[config.mk]
export PLATFORM = sky130hd
export DESIGN_NAME = hdlc_tx_framer
export DESIGN_NICKNAME = d
export VERILOG_FILES = /design/src/rtl/hdlc_tx_pkg.sv /design/src/rtl/hdlc_tx_fifo.sv /design/src/rtl/hdlc_tx_modem.sv /design/src/rtl/hdlc_tx_serial.sv /design/src/rtl/hdlc_tx_framer.sv
export SDC_FILE = /design/constraint.sdc
export NUM_CORES = 1
export LEC_CHECK = 0
export BUFFER_PORTS_ARGS = -buffer_cell sky130_fd_sc_hd__buf_2
export CAP_MARGIN = 0
export CORE_MARGIN = 2
export CORE_UTILIZATION = 56
export DETAILED_ROUTE_END_ITERATION = 12
export PLACE_DENSITY_LB_ADDON = 0.2
export SYNTH_ARGS = -nofsm -noshare
export SYNTH_HDL_FRONTEND = slang
export SYNTH_HIERARCHICAL = 1
export SYNTH_SLANG_ARGS = --single-unit
[constraint.sdc]
create_clock -name clk -period 7.1 [get_ports clk]
set_input_delay 0.355 -clock clk [delete_from_list [all_inputs] [get_ports clk]]
set_output_delay 0.355 -clock clk [all_outputs]
set_load 0.01 [all_outputs]
[src/rtl/hdlc_tx_pkg.sv]
package hdlc_tx_pkg;

  localparam logic [7:0]  HDLC_FLAG  = 8'h7E;
  localparam logic [15:0] FCS_SEED   = 16'hFFFF;
  localparam logic [15:0] FCS_POLY_R = 16'h8408;
  localparam int          STUFF_RUN  = 5;

  typedef enum logic [2:0] {
    S_IDLE,
    S_PRE,
    S_OPEN,
    S_DATA,
    S_WAIT,
    S_FCS,
    S_CLOSE
  } tx_state_t;

  // one step of the reflected CCITT CRC for a single line bit
  function automatic logic [15:0] fcs_step(input logic [15:0] c, input logic b);
    fcs_step = (c >> 1) ^ ((c[0] ^ b) ? FCS_POLY_R : 16'h0000);
  endfunction

  function automatic logic [7:0] rev8(input logic [7:0] v);
    for (int i = 0; i < 8; i++) rev8[i] = v[7-i];
  endfunction

endpackage

[src/rtl/hdlc_tx_fifo.sv]
// Byte queue with registered read; DEPTH must be a power of two.
module hdlc_tx_fifo #(
  parameter int DW    = 9,
  parameter int DEPTH = 16
) (
  input  logic          clk,
  input  logic          rst,
  input  logic          flush,
  input  logic          wr_en,
  input  logic [DW-1:0] wr_data,
  output logic          full,
  input  logic          rd_pop,
  output logic          rd_valid,
  output logic [DW-1:0] rd_data
);
  localparam int AW = $clog2(DEPTH);
  localparam int CW = AW + 1;

  logic [DW-1:0] mem [DEPTH];
  logic [AW-1:0] wp, rp, rp_nxt;
  logic [CW-1:0] cnt, cnt_nxt;
  logic          do_wr, do_rd;

  assign do_wr  = wr_en && !full && !flush;
  assign do_rd  = rd_pop && rd_valid && !flush;
  assign rp_nxt = do_rd ? rp + AW'(1) : rp;

  always_comb begin
    cnt_nxt = cnt;
    if (do_wr && !do_rd)      cnt_nxt = cnt + CW'(1);
    else if (!do_wr && do_rd) cnt_nxt = cnt - CW'(1);
  end

  // storage without reset so it maps onto block RAM
  always_ff @(posedge clk) begin
    if (do_wr) mem[wp] <= wr_data;
    rd_data <= mem[rp_nxt];
  end

  always_ff @(posedge clk) begin
    if (rst || flush) begin
      wp       <= '0;
      rp       <= '0;
      cnt      <= '0;
      full     <= 1'b0;
      rd_valid <= 1'b0;
    end else begin
      if (do_wr) wp <= wp + AW'(1);
      rp       <= rp_nxt;
      cnt      <= cnt_nxt;
      full     <= (cnt_nxt == CW'(DEPTH));
      // only entries already in memory before this edge are readable
      rd_valid <= ((cnt - CW'(do_rd)) != '0);
    end
  end

endmodule

[src/rtl/hdlc_tx_modem.sv]
module hdlc_tx_modem (
  input  logic clk,
  input  logic rst,
  input  logic tx_en,
  input  logic cts_n,
  input  logic auto_en,
  input  logic dtr_on,
  output logic hold,
  output logic flush,
  output logic dtr_n
);
  assign hold  = !tx_en || cts_n;
  assign flush = tx_en && cts_n && auto_en;

  always_ff @(posedge clk) begin
    if (rst) dtr_n <= 1'b1;
    else     dtr_n <= !dtr_on;
  end
endmodule

[src/rtl/hdlc_tx_serial.sv]
module hdlc_tx_serial
  import hdlc_tx_pkg::*;
#(
  parameter int PCW = 4
) (
  input  logic           clk,
  input  logic           rst,
  input  logic           hold,
  input  logic           clear,
  input  logic           msb_first,
  input  logic           no_crc,
  input  logic           pre_en,
  input  logic [7:0]     pre_pattern,
  input  logic [PCW-1:0] pre_count,
  input  logic           fifo_valid,
  input  logic [7:0]     fifo_data,
  input  logic           fifo_last,
  output logic           fifo_pop,
  output logic           txd
);
  tx_state_t      state, st_n;
  logic [15:0]    sh, sh_n, fcs, fcs_n;
  logic [3:0]     idx, idx_n;
  logic [2:0]     ones, ones_n;
  logic [PCW-1:0] reps, reps_n;
  logic [7:0]     pat_q, pat_n, load_val;
  logic           last_q, last_n, msb_q, msb_n, nocrc_q, nocrc_n;
  logic           bit_o, pop, stuff;

  always_comb begin
    st_n     = state;
    sh_n     = sh;
    fcs_n    = fcs;
    idx_n    = idx;
    ones_n   = ones;
    reps_n   = reps;
    pat_n    = pat_q;
    last_n   = last_q;
    msb_n    = msb_q;
    nocrc_n  = nocrc_q;
    bit_o    = 1'b1;
    pop      = 1'b0;
    load_val = msb_q ? rev8(fifo_data) : fifo_data;
    stuff    = (ones == 3'(STUFF_RUN));
    unique case (state)
      S_IDLE: begin
        if (fifo_valid) begin
          msb_n   = msb_first;
          nocrc_n = no_crc;
          pat_n   = msb_first ? rev8(pre_pattern) : pre_pattern;
          idx_n   = '0;
          ones_n  = '0;
          fcs_n   = FCS_SEED;
          if (pre_en && pre_count != '0) begin
            st_n   = S_PRE;
            reps_n = pre_count;
          end else begin
            st_n   = S_OPEN;
          end
        end
      end
      S_PRE: begin
        bit_o = pat_q[idx[2:0]];
        idx_n = idx + 4'd1;
        if (idx == 4'd7) begin
          idx_n = '0;
          if (reps == PCW'(1)) st_n = S_OPEN;
          else                 reps_n = reps - PCW'(1);
        end
      end
      S_OPEN: begin
        bit_o = HDLC_FLAG[idx[2:0]];
        idx_n = idx + 4'd1;
        if (idx == 4'd7) begin
          idx_n  = '0;
          st_n   = S_DATA;
          pop    = 1'b1;
          sh_n   = {8'h00, load_val};
          last_n = fifo_last;
        end
      end
      S_DATA, S_FCS: begin
        if (stuff) begin
          bit_o  = 1'b0;
          ones_n = '0;
        end else begin
          bit_o  = sh[0];
          sh_n   = sh >> 1;
          ones_n = sh[0] ? ones + 3'd1 : 3'd0;
          idx_n  = idx + 4'd1;
          if (state == S_DATA) begin
            fcs_n = fcs_step(fcs, sh[0]);
            if (idx == 4'd7) begin
              idx_n = '0;
              if (last_q) begin
                if (nocrc_q) begin
                  st_n = S_CLOSE;
                end else begin
                  st_n = S_FCS;
                  sh_n = ~fcs_step(fcs, sh[0]);
                end
              end else if (fifo_valid) begin
                pop    = 1'b1;
                sh_n   = {8'h00, load_val};
                last_n = fifo_last;
              end else begin
                st_n = S_WAIT;
              end
            end
          end else if (idx == 4'd15) begin
            idx_n = '0;
            st_n  = S_CLOSE;
          end
        end
      end
      S_WAIT: begin
        if (fifo_valid) begin
          pop    = 1'b1;
          sh_n   = {8'h00, load_val};
          last_n = fifo_last;
          st_n   = S_DATA;
        end
      end
      S_CLOSE: begin
        if (idx == 4'd0 && stuff) begin
          bit_o  = 1'b0;
          ones_n = '0;
        end else begin
          bit_o = HDLC_FLAG[idx[2:0]];
          idx_n = idx + 4'd1;
          if (idx == 4'd7) begin
            idx_n  = '0;
            ones_n = '0;
            st_n   = S_IDLE;
          end
        end
      end
      default: st_n = S_IDLE;
    endcase
  end

  assign fifo_pop = pop && !hold && !clear;

  always_ff @(posedge clk) begin
    if (rst || clear) begin
      state   <= S_IDLE;
      sh      <= '0;
      fcs     <= FCS_SEED;
      idx     <= '0;
      ones    <= '0;
      reps    <= '0;
      pat_q   <= '0;
      last_q  <= 1'b0;
      msb_q   <= 1'b0;
      nocrc_q <= 1'b0;
      txd     <= 1'b1;
    end else if (hold) begin
      txd     <= 1'b1;
    end else begin
      state   <= st_n;
      sh      <= sh_n;
      fcs     <= fcs_n;
      idx     <= idx_n;
      ones    <= ones_n;
      reps    <= reps_n;
      pat_q   <= pat_n;
      last_q  <= last_n;
      msb_q   <= msb_n;
      nocrc_q <= nocrc_n;
      txd     <= bit_o;
    end
  end

endmodule

[src/rtl/hdlc_tx_framer.sv]
module hdlc_tx_framer #(
  parameter int FIFO_DEPTH = 16,
  parameter int PCNT_W     = 4
) (
  input  logic              clk,
  input  logic              rst,
  input  logic              tx_en,
  input  logic              cts_n,
  input  logic              auto_en,
  input  logic              dtr_on,
  input  logic              pre_en,
  input  logic              no_crc,
  input  logic              msb_first,
  input  logic [7:0]        pre_pattern,
  input  logic [PCNT_W-1:0] pre_count,
  input  logic              wr_valid,
  input  logic [7:0]        wr_data,
  input  logic              wr_last,
  output logic              wr_full,
  output logic              txd,
  output logic              dtr_n
);
  localparam int QW = 9;

  logic          hold, flush, pop, q_valid;
  logic [QW-1:0] q_data;

  hdlc_tx_modem u_modem (
    .clk     (clk),
    .rst     (rst),
    .tx_en   (tx_en),
    .cts_n   (cts_n),
    .auto_en (auto_en),
    .dtr_on  (dtr_on),
    .hold    (hold),
    .flush   (flush),
    .dtr_n   (dtr_n)
  );

  hdlc_tx_fifo #(.DW(QW), .DEPTH(FIFO_DEPTH)) u_fifo (
    .clk      (clk),
    .rst      (rst),
    .flush    (flush),
    .wr_en    (wr_valid),
    .wr_data  ({wr_last, wr_data}),
    .full     (wr_full),
    .rd_pop   (pop),
    .rd_valid (q_valid),
    .rd_data  (q_data)
  );

  hdlc_tx_serial #(.PCW(PCNT_W)) u_ser (
    .clk         (clk),
    .rst         (rst),
    .hold        (hold),
    .clear       (flush),
    .msb_first   (msb_first),
    .no_crc      (no_crc),
    .pre_en      (pre_en),
    .pre_pattern (pre_pattern),
    .pre_count   (pre_count),
    .fifo_valid  (q_valid),
    .fifo_data   (q_data[7:0]),
    .fifo_last   (q_data[8]),
    .fifo_pop    (pop),
    .txd         (txd)
  );

endmodule

==> impl_metrics.csv, run 1 <==
group,metric,value,unit
run_status,outcome,"completed",
synth,synthCells,965,
critical_path,worstPathCellList,"nand3b_1 -> or2_2 -> o32a_1 -> nor3b_1 -> buf_4 -> nand3b_4 -> nand2_2 -> o221ai_1 -> a221oi_1 -> a311o_1",
pwr,netSwitchingFraction,0.212,
clock_tree,cts-root-buf,"clkbuf_16",
route,drtPass1Iterations,5,
die,start_util,0.567,
synth,synth_nets,1011,
sta,fmax,247,MHz
synth,yosysMostFrequentCell,"edfxtp_1",
die,ios,34,
clock_tree,cts_tree,"built",
route,via_per_inst,6.33,
pwr,p_switching,0.591,mW
finish,antenna-diode-count,0,
clock_tree,clock_latency,0.53,ns
place,gp_congestion,0.801,
sta,finalMaxSlewViolations,0,
sta,fin_worst_skew,0.0126,ns
worst_hold_path,hp-start,"rst",
synth,yosys_most_used_dff,"edfxtp_1",
sta,worst_slack,3.05,ns
route,ant_nets,0,
synth,async_flop_share,0,
pwr,intPower,2.20,mW
finish,regArea,6010,sq um
sta,fin_crit_sh,0.571,
finish,drive_gt1_frac,0.138,
route,wl_per_cell,20.4,microns
critical_path,r2r_start,"u_ser/state[1]",
synth,ys_types,89,
synth,syn_area,11400,sq um
critical_path,critical_path_peak_fanout,33,
pwr,power_density,225,nW/um^2
run,max_cap_violations,0,
die,coreArea,20200,sq um
place,placed_area,11600,sq um
sta,hold_viol,0,
route,drt-initial-drc-count,583,
grt,grt_pass1_wl,40.6,mm
place,io_buffers,33,
worst_hold_path,holdCritPathClass,"in2reg",
pwr,vdd_drop_max,0.000197,V
critical_path,critPathBufInv,1,
synth,ys_ff_latch,228,
critical_path,reg2reg_to,"u_fifo/rd_data[2]",
synth,yosys.area.top_type,"edfxtp_1",
critical_path,worst_setup_path_start_kind,"flop",
sta,fin_setup_tns,0,ns
critical_path,r2r.worst_path.cells,10,
synth,synth_commonest_cells,"edfxtp_1, mux2i_1, dfxtp_1",
clock_tree,cts_buffer_depth,3,
finish,final_nets,1006,
grt,track_usage,0.234,
finish,finalNonFillerCells,1246,
synth,synth.avg_cell_area,11.9,sq um
sta,rsz0062_at_grt,"false",
critical_path,critPathMaxStageDelay,0.81,ns
clock_tree,clkTransAtPathRegs,0.06,ns
grt,grt_max_degree,61,
route,drt-total-wl,25.4,mm
clock_tree,ctsHtreeMaxLevel,1,
clock_tree,clock-sinks,228,
die,die_w,147,microns
pwr,p_clk_frac,0.445,
worst_hold_path,min_to,"u_modem/dtr_n",
finish,multi_input_area,4990,sq um
sta,worst_pin_slew,1.19,ns
route,drc,0,
finish,fill_cells,1614,
grt,grt_overflow,0,
place,placed_cells,1202,
grt,grt_pass1_vias,7614,
place,hpwl,16.9,mm
synth,yosysSeqAreaShare,0.525,
synth,ys_top_cells_by_area,"edfxtp_1, dfxtp_1, mux2i_1, mux4_2, nor2_1",
place,pre_cts_slack,3.11,ns
critical_path,crit_path_end_kind,"flop",
finish,finalInstanceArea,12400,sq um
sta,fin_crit,4.05,ns
pwr,comb_power_share,0.038,
sta,setup_viol_count_final,0,
critical_path,critical_path_required,7.57,ns
pwr,seq_power_share,0.516,
critical_path,path_class,"reg2reg",
die,die_y,147,microns
critical_path,rrSetupSlack,3.05,ns
pwr,p_leak,3.94,nW
finish,syn2layout_area_growth,8.53,%
critical_path,cpLargestDelayFamily,"simple AND/OR/NAND/NOR gates",
critical_path,slowest_stage,"dfxtp_1",
grt,antenna_found_initial,0,
synth,synth_enable_flop_cells,144,
sta,maxSlewHeadroom,0.200,
critical_path,crit_arrival,4.52,ns
route,vias,7888,
synth,yosysWarnings,6,
die,std_cell_rows,52,
worst_hold_path,min_path_cells,2,
die,fp.dieArea,21600,sq um
clock_tree,cts_buffers,25,
synth,synth_top_cell_area_share,0.378,
## per-stage QoR
| step | total power, mW | utilization | hold slack, ns |
|---|---|---|---|
| final | 2.79 | 0.615 | 0.0845 |
| after global routing | 2.88 | 0.615 | 0.0855 |
| after CTS | 2.81 | 0.615 | 0.0691 |
| after detailed placement | 1.57 | 0.576 | 0.483 |
| after global placement | 1.57 | 0.576 | 0.471 |
| after floorplan | 1.53 | - | 0.428 |
## area by class of cell
cell class	instances	share of cell area
clock buffer	34	0.0539
clock inverter	9	0.00877
inverter	15	0.00474
multi-input combinational	648	0.402
sequential	228	0.484
tap	270	0.0272
timing repair buffer	42	0.0189
## sequential cells by signal, summed over array words and instances, names as in the netlist, 3 cells and up, named ones only
name,count
u_fifo/cnt,5
u_fifo/mem,144
u_ser/ones,3
u_fifo/rp,4
u_fifo/rd_data,9
u_ser/state,3
u_fifo/wp,4
u_ser/idx,4
u_ser/reps,4
u_ser/fcs,16
u_ser/sh,16
u_ser/pat_q,8
## repair_timing
item / CTS / global route
hold endpoints to repair: 1 / 0
buffers inserted: 0 / 0
gates resized for setup: 0 / 0
hold buffers: 1 / 0
## worst max-delay path by stage
stage              startpoint  depth (start not counted)  slack [ns]                 to
5_1_grt        u_ser/state[1]                         11        2.79  u_fifo/rd_data[3]
3_5_place_dp   u_ser/state[1]                         10        3.11  u_fifo/rd_data[2]
3_3_place_gp   u_ser/state[1]                         11        3.24  u_fifo/rd_data[5]
2_1_floorplan  u_ser/state[2]                         13        4.19  u_fifo/rd_data[3]
4_1_cts        u_ser/state[1]                         11        3.09  u_fifo/rd_data[5]
6_report       u_ser/state[1]                         10        3.05  u_fifo/rd_data[2]
## power groups by stage
stage	registers, mW	logic, mW	clock network, mW
final	1.44	0.107	1.24
after global routing	1.44	0.119	1.32
after CTS	1.44	0.108	1.27
after detailed placement	1.47	0.107	0
after global placement	1.47	0.106	0
after floorplan	1.46	0.0717	0
## kinds of logic after synthesis
group,after synthesis,share of synthesized area
fa+ha+maj,15,0.0164
flops,228,0.525
simple gates,241,0.111
compound gates,259,0.167
xor+xnor,14,0.0124
mux,119,0.127
buf+inv,89,0.0414
## per-layer routing
layer  GRT usage  vias up  wire length, microns
li1            -     3766                     -
met1       0.315     3829                 10800
met2       0.407      249                 12800
met3      0.0276       44                  1380
met4      0.0606        0                   519
met5           0        -                     0
## placed cells by master, fill, tap and decap left out, drive strengths merged, types with 8 or more instances in the layout
master,n
nor3b,8
clkbuf,34
o32ai,8
dfxtp,84
o22ai,19
nand3,15
a221oi,15
a22oi,17
o221ai,35
nand2b,11
mux4,20
edfxtp,144
a21oi,39
inv,17
nor3,24
ha,15
a311o,9
o21ai,52
a211oi,14
xnor2,10
a22o,18
mux2i,94
nor2,83
buf,41
nand2,48
Note: power is estimated with default switching activity, not from simulation.
==> run 2, diff against run 1 <==
==> constraint.sdc (replaced) <==
create_clock -name clk -period 3.85 [get_ports clk]
set_input_delay 0.1925 -clock clk [delete_from_list [all_inputs] [get_ports clk]]
set_output_delay 0.1925 -clock clk [all_outputs]
set_load 0.01 [all_outputs]
==> impl_metrics.csv, run 2 (synthesis gave the netlist of run 1 again) <==
group,metric,value,unit
run_status,outcome,"completed",
clock_tree,cts_buffer_depth,3,
grt,grt_max_degree,109,
critical_path,worst_setup_path_start_kind,"flop",
route,vias,8171,
route,ant_nets,0,
sta,fin_setup_tns,0,ns
sta,hold_ws,0.0194,ns
sta,rsz0062_at_grt,"false",
grt,antenna_found_initial,0,
pwr,p_leak,4.03,nW
route,wl_per_cell,21.5,microns
die,ios,34,
die,coreArea,20200,sq um
sta,worst_pin_slew,1.16,ns
grt,grt-busiest-layer,"met2",
critical_path,critPathMaxStageDelay,0.52,ns
critical_path,rrSetupSlack,0.45,ns
finish,regMostFlops,"u_fifo/mem",
clock_tree,cts_buffers,25,
pwr,power_density,418,nW/um^2
route,drt-initial-drc-count,756,
critical_path,critical_path_required,4.25,ns
finish,finalNonFillerCells,1265,
critical_path,path_class,"reg2reg",
finish,finalInstanceArea,12600,sq um
worst_hold_path,hp-start,"pre_pattern[6]",
finish,syn2layout_area_growth,9.99,%
finish,drive_gt1_frac,0.152,
grt,grt_use_met1,0.343,
sta,hold_viol,0,
place,placed_area,11700,sq um
sta,fin_crit,3.40,ns
place,pre_cts_slack,0.546,ns
place,placed_cells,1217,
sta,fin_crit_sh,0.883,
grt,track_usage,0.251,
critical_path,slowest_stage,"dfxtp_1",
finish,reg.largest.list,"u_fifo/mem: 144 flops, u_ser/fcs: 16 flops, u_ser/sh: 16 flops",
place,gp_congestion,0.877,
critical_path,critical_path_peak_fanout,24,
critical_path,r2r.worst_path.cells,11,
sta,maxSlewHeadroom,0.222,
pwr,p_total,5.26,mW
sta,worst_slack,0.450,ns
place,io_buffers,33,
grt,grt_pass1_vias,7722,
worst_hold_path,min_to,"u_ser/pat_q[6]",
die,fp.dieArea,21600,sq um
run,max_cap_violations,0,
die,die_w,147,microns
critical_path,crit_path_end_kind,"flop",
worst_hold_path,min_path_cells,3,
finish,final_util,0.624,
grt,grt_util_met2,0.416,
finish,final_common_cell,"edfxtp_1",
route,drc,0,
clock_tree,cts-root-buf,"clkbuf_16",
grt,met3_usage,0.0509,
clock_tree,clock-sinks,228,
critical_path,critPathBufInv,2,
die,std_cell_rows,52,
clock_tree,ctsHtreeMaxLevel,1,
worst_hold_path,holdCritPathClass,"in2reg",
die,die_y,147,microns
grt,grt_pass1_wl,42.9,mm
pwr,vdd_drop_max,0.000382,V
die,start_util,0.567,
critical_path,crit_path_frequent_cell,"buf_4",
clock_tree,hold_buffers,3,
clock_tree,post-cts-setup-buffer-count,0,
sta,finalMaxSlewViolations,0,
finish,largest_register_ffs,144,
critical_path,r2r_start,"u_ser/idx[0]",
sta,fin_worst_skew,0.0191,ns
grt,grt_overflow,0,
place,hpwl,17.7,mm
clock_tree,cts_resized,0,
critical_path,reg2reg_to,"u_fifo/rd_data[6]",
finish,final_nets,1023,
finish,antenna-diode-count,0,
clock_tree,cts_tree,"built",
critical_path,path_depth,11,
critical_path,cpLargestDelayFamily,"compound AO/OA/AOI/OAI gates",
sta,setup_viol_count_final,0,
sta,fmax,294,MHz
route,drtPass1Iterations,6,
critical_path,crit_arrival,3.80,ns
finish,layout_common_cells,"edfxtp_1, mux2i_1, dfxtp_1",
clock_tree,clock_latency,0.53,ns
route,drt-total-wl,27.2,mm
critical_path,worstPathCellList,"ha_1 -> nand3b_1 -> o32a_1 -> nor3b_1 -> buf_4 -> nor4bb_4 -> buf_4 -> nand2_1 -> o221ai_1 -> o32ai_1 -> a311o_1",
route,via_per_inst,6.46,
clock_tree,clkTransAtPathRegs,0.06,ns
==> run 2: cell types whose count changed in the layout (fill, tap and decap cells not counted), moves of 2 or more <==
cell,before,now
buf_4,8,22
clkbuf_8,1,3
clkinv_1,4,2
clkinv_2,1,4
dlygate4sd3_1,1,3
nor3_1,19,23
nor3_2,4,0
==> run 2: cell type report <==
type                    count  area (sq um)
flip-flops and latches    228          6010
well taps                 270           338
inverters                  15          58.8
clock buffers              35           693
clock inverters            10           126
multi-input cells         648          4970
repair buffers             59           380
fillers                  1614          7590
==> run 2: report_power, final <==
group / leakage (nW) / total [mW] / internal, mW / switching [mW]
Clock: 0.404 / 2.39 / 1.45 / 0.938
Sequential: 1.98 / 2.65 / 2.63 / 0.0209
Combinational: 1.65 / 0.223 / 0.0787 / 0.144
Total: 4.03 / 5.26 / 4.16 / 1.10
==> run 2: metal layers <==
| metal | part of all wire | routed length, microns |
|---|---|---|
| met1 | 0.42 | 11500 |
| met5 | 0 | 0 |
| met3 | 0.074 | 2000 |
| met4 | 0.024 | 661 |
| met2 | 0.48 | 13100 |
==> run 2: worst register-to-register path, delay by kind of cell, from the launching register on <==
| kind | cells | cell delay (ns) |
|---|---|---|
| flip-flops | 1 | 0.52 |
| AND/OR/NAND/NOR | 4 | 0.91 |
| adder cells (fa/ha/maj) | 1 | 0.33 |
| AO/OA/AOI/OAI | 4 | 0.95 |
| buffers and inverters | 2 | 0.57 |
==> run 2: worst max-delay path by stage <==
stage                    from           endpoint
4_1_cts          u_ser/idx[0]  u_fifo/rd_data[6]
6_report         u_ser/idx[0]  u_fifo/rd_data[6]
3_5_place_dp     u_ser/idx[0]  u_fifo/rd_data[3]
5_1_grt          u_ser/idx[0]  u_fifo/rd_data[6]
3_3_place_gp     u_ser/idx[0]  u_fifo/rd_data[3]
2_1_floorplan  u_ser/state[2]  u_fifo/rd_data[3]
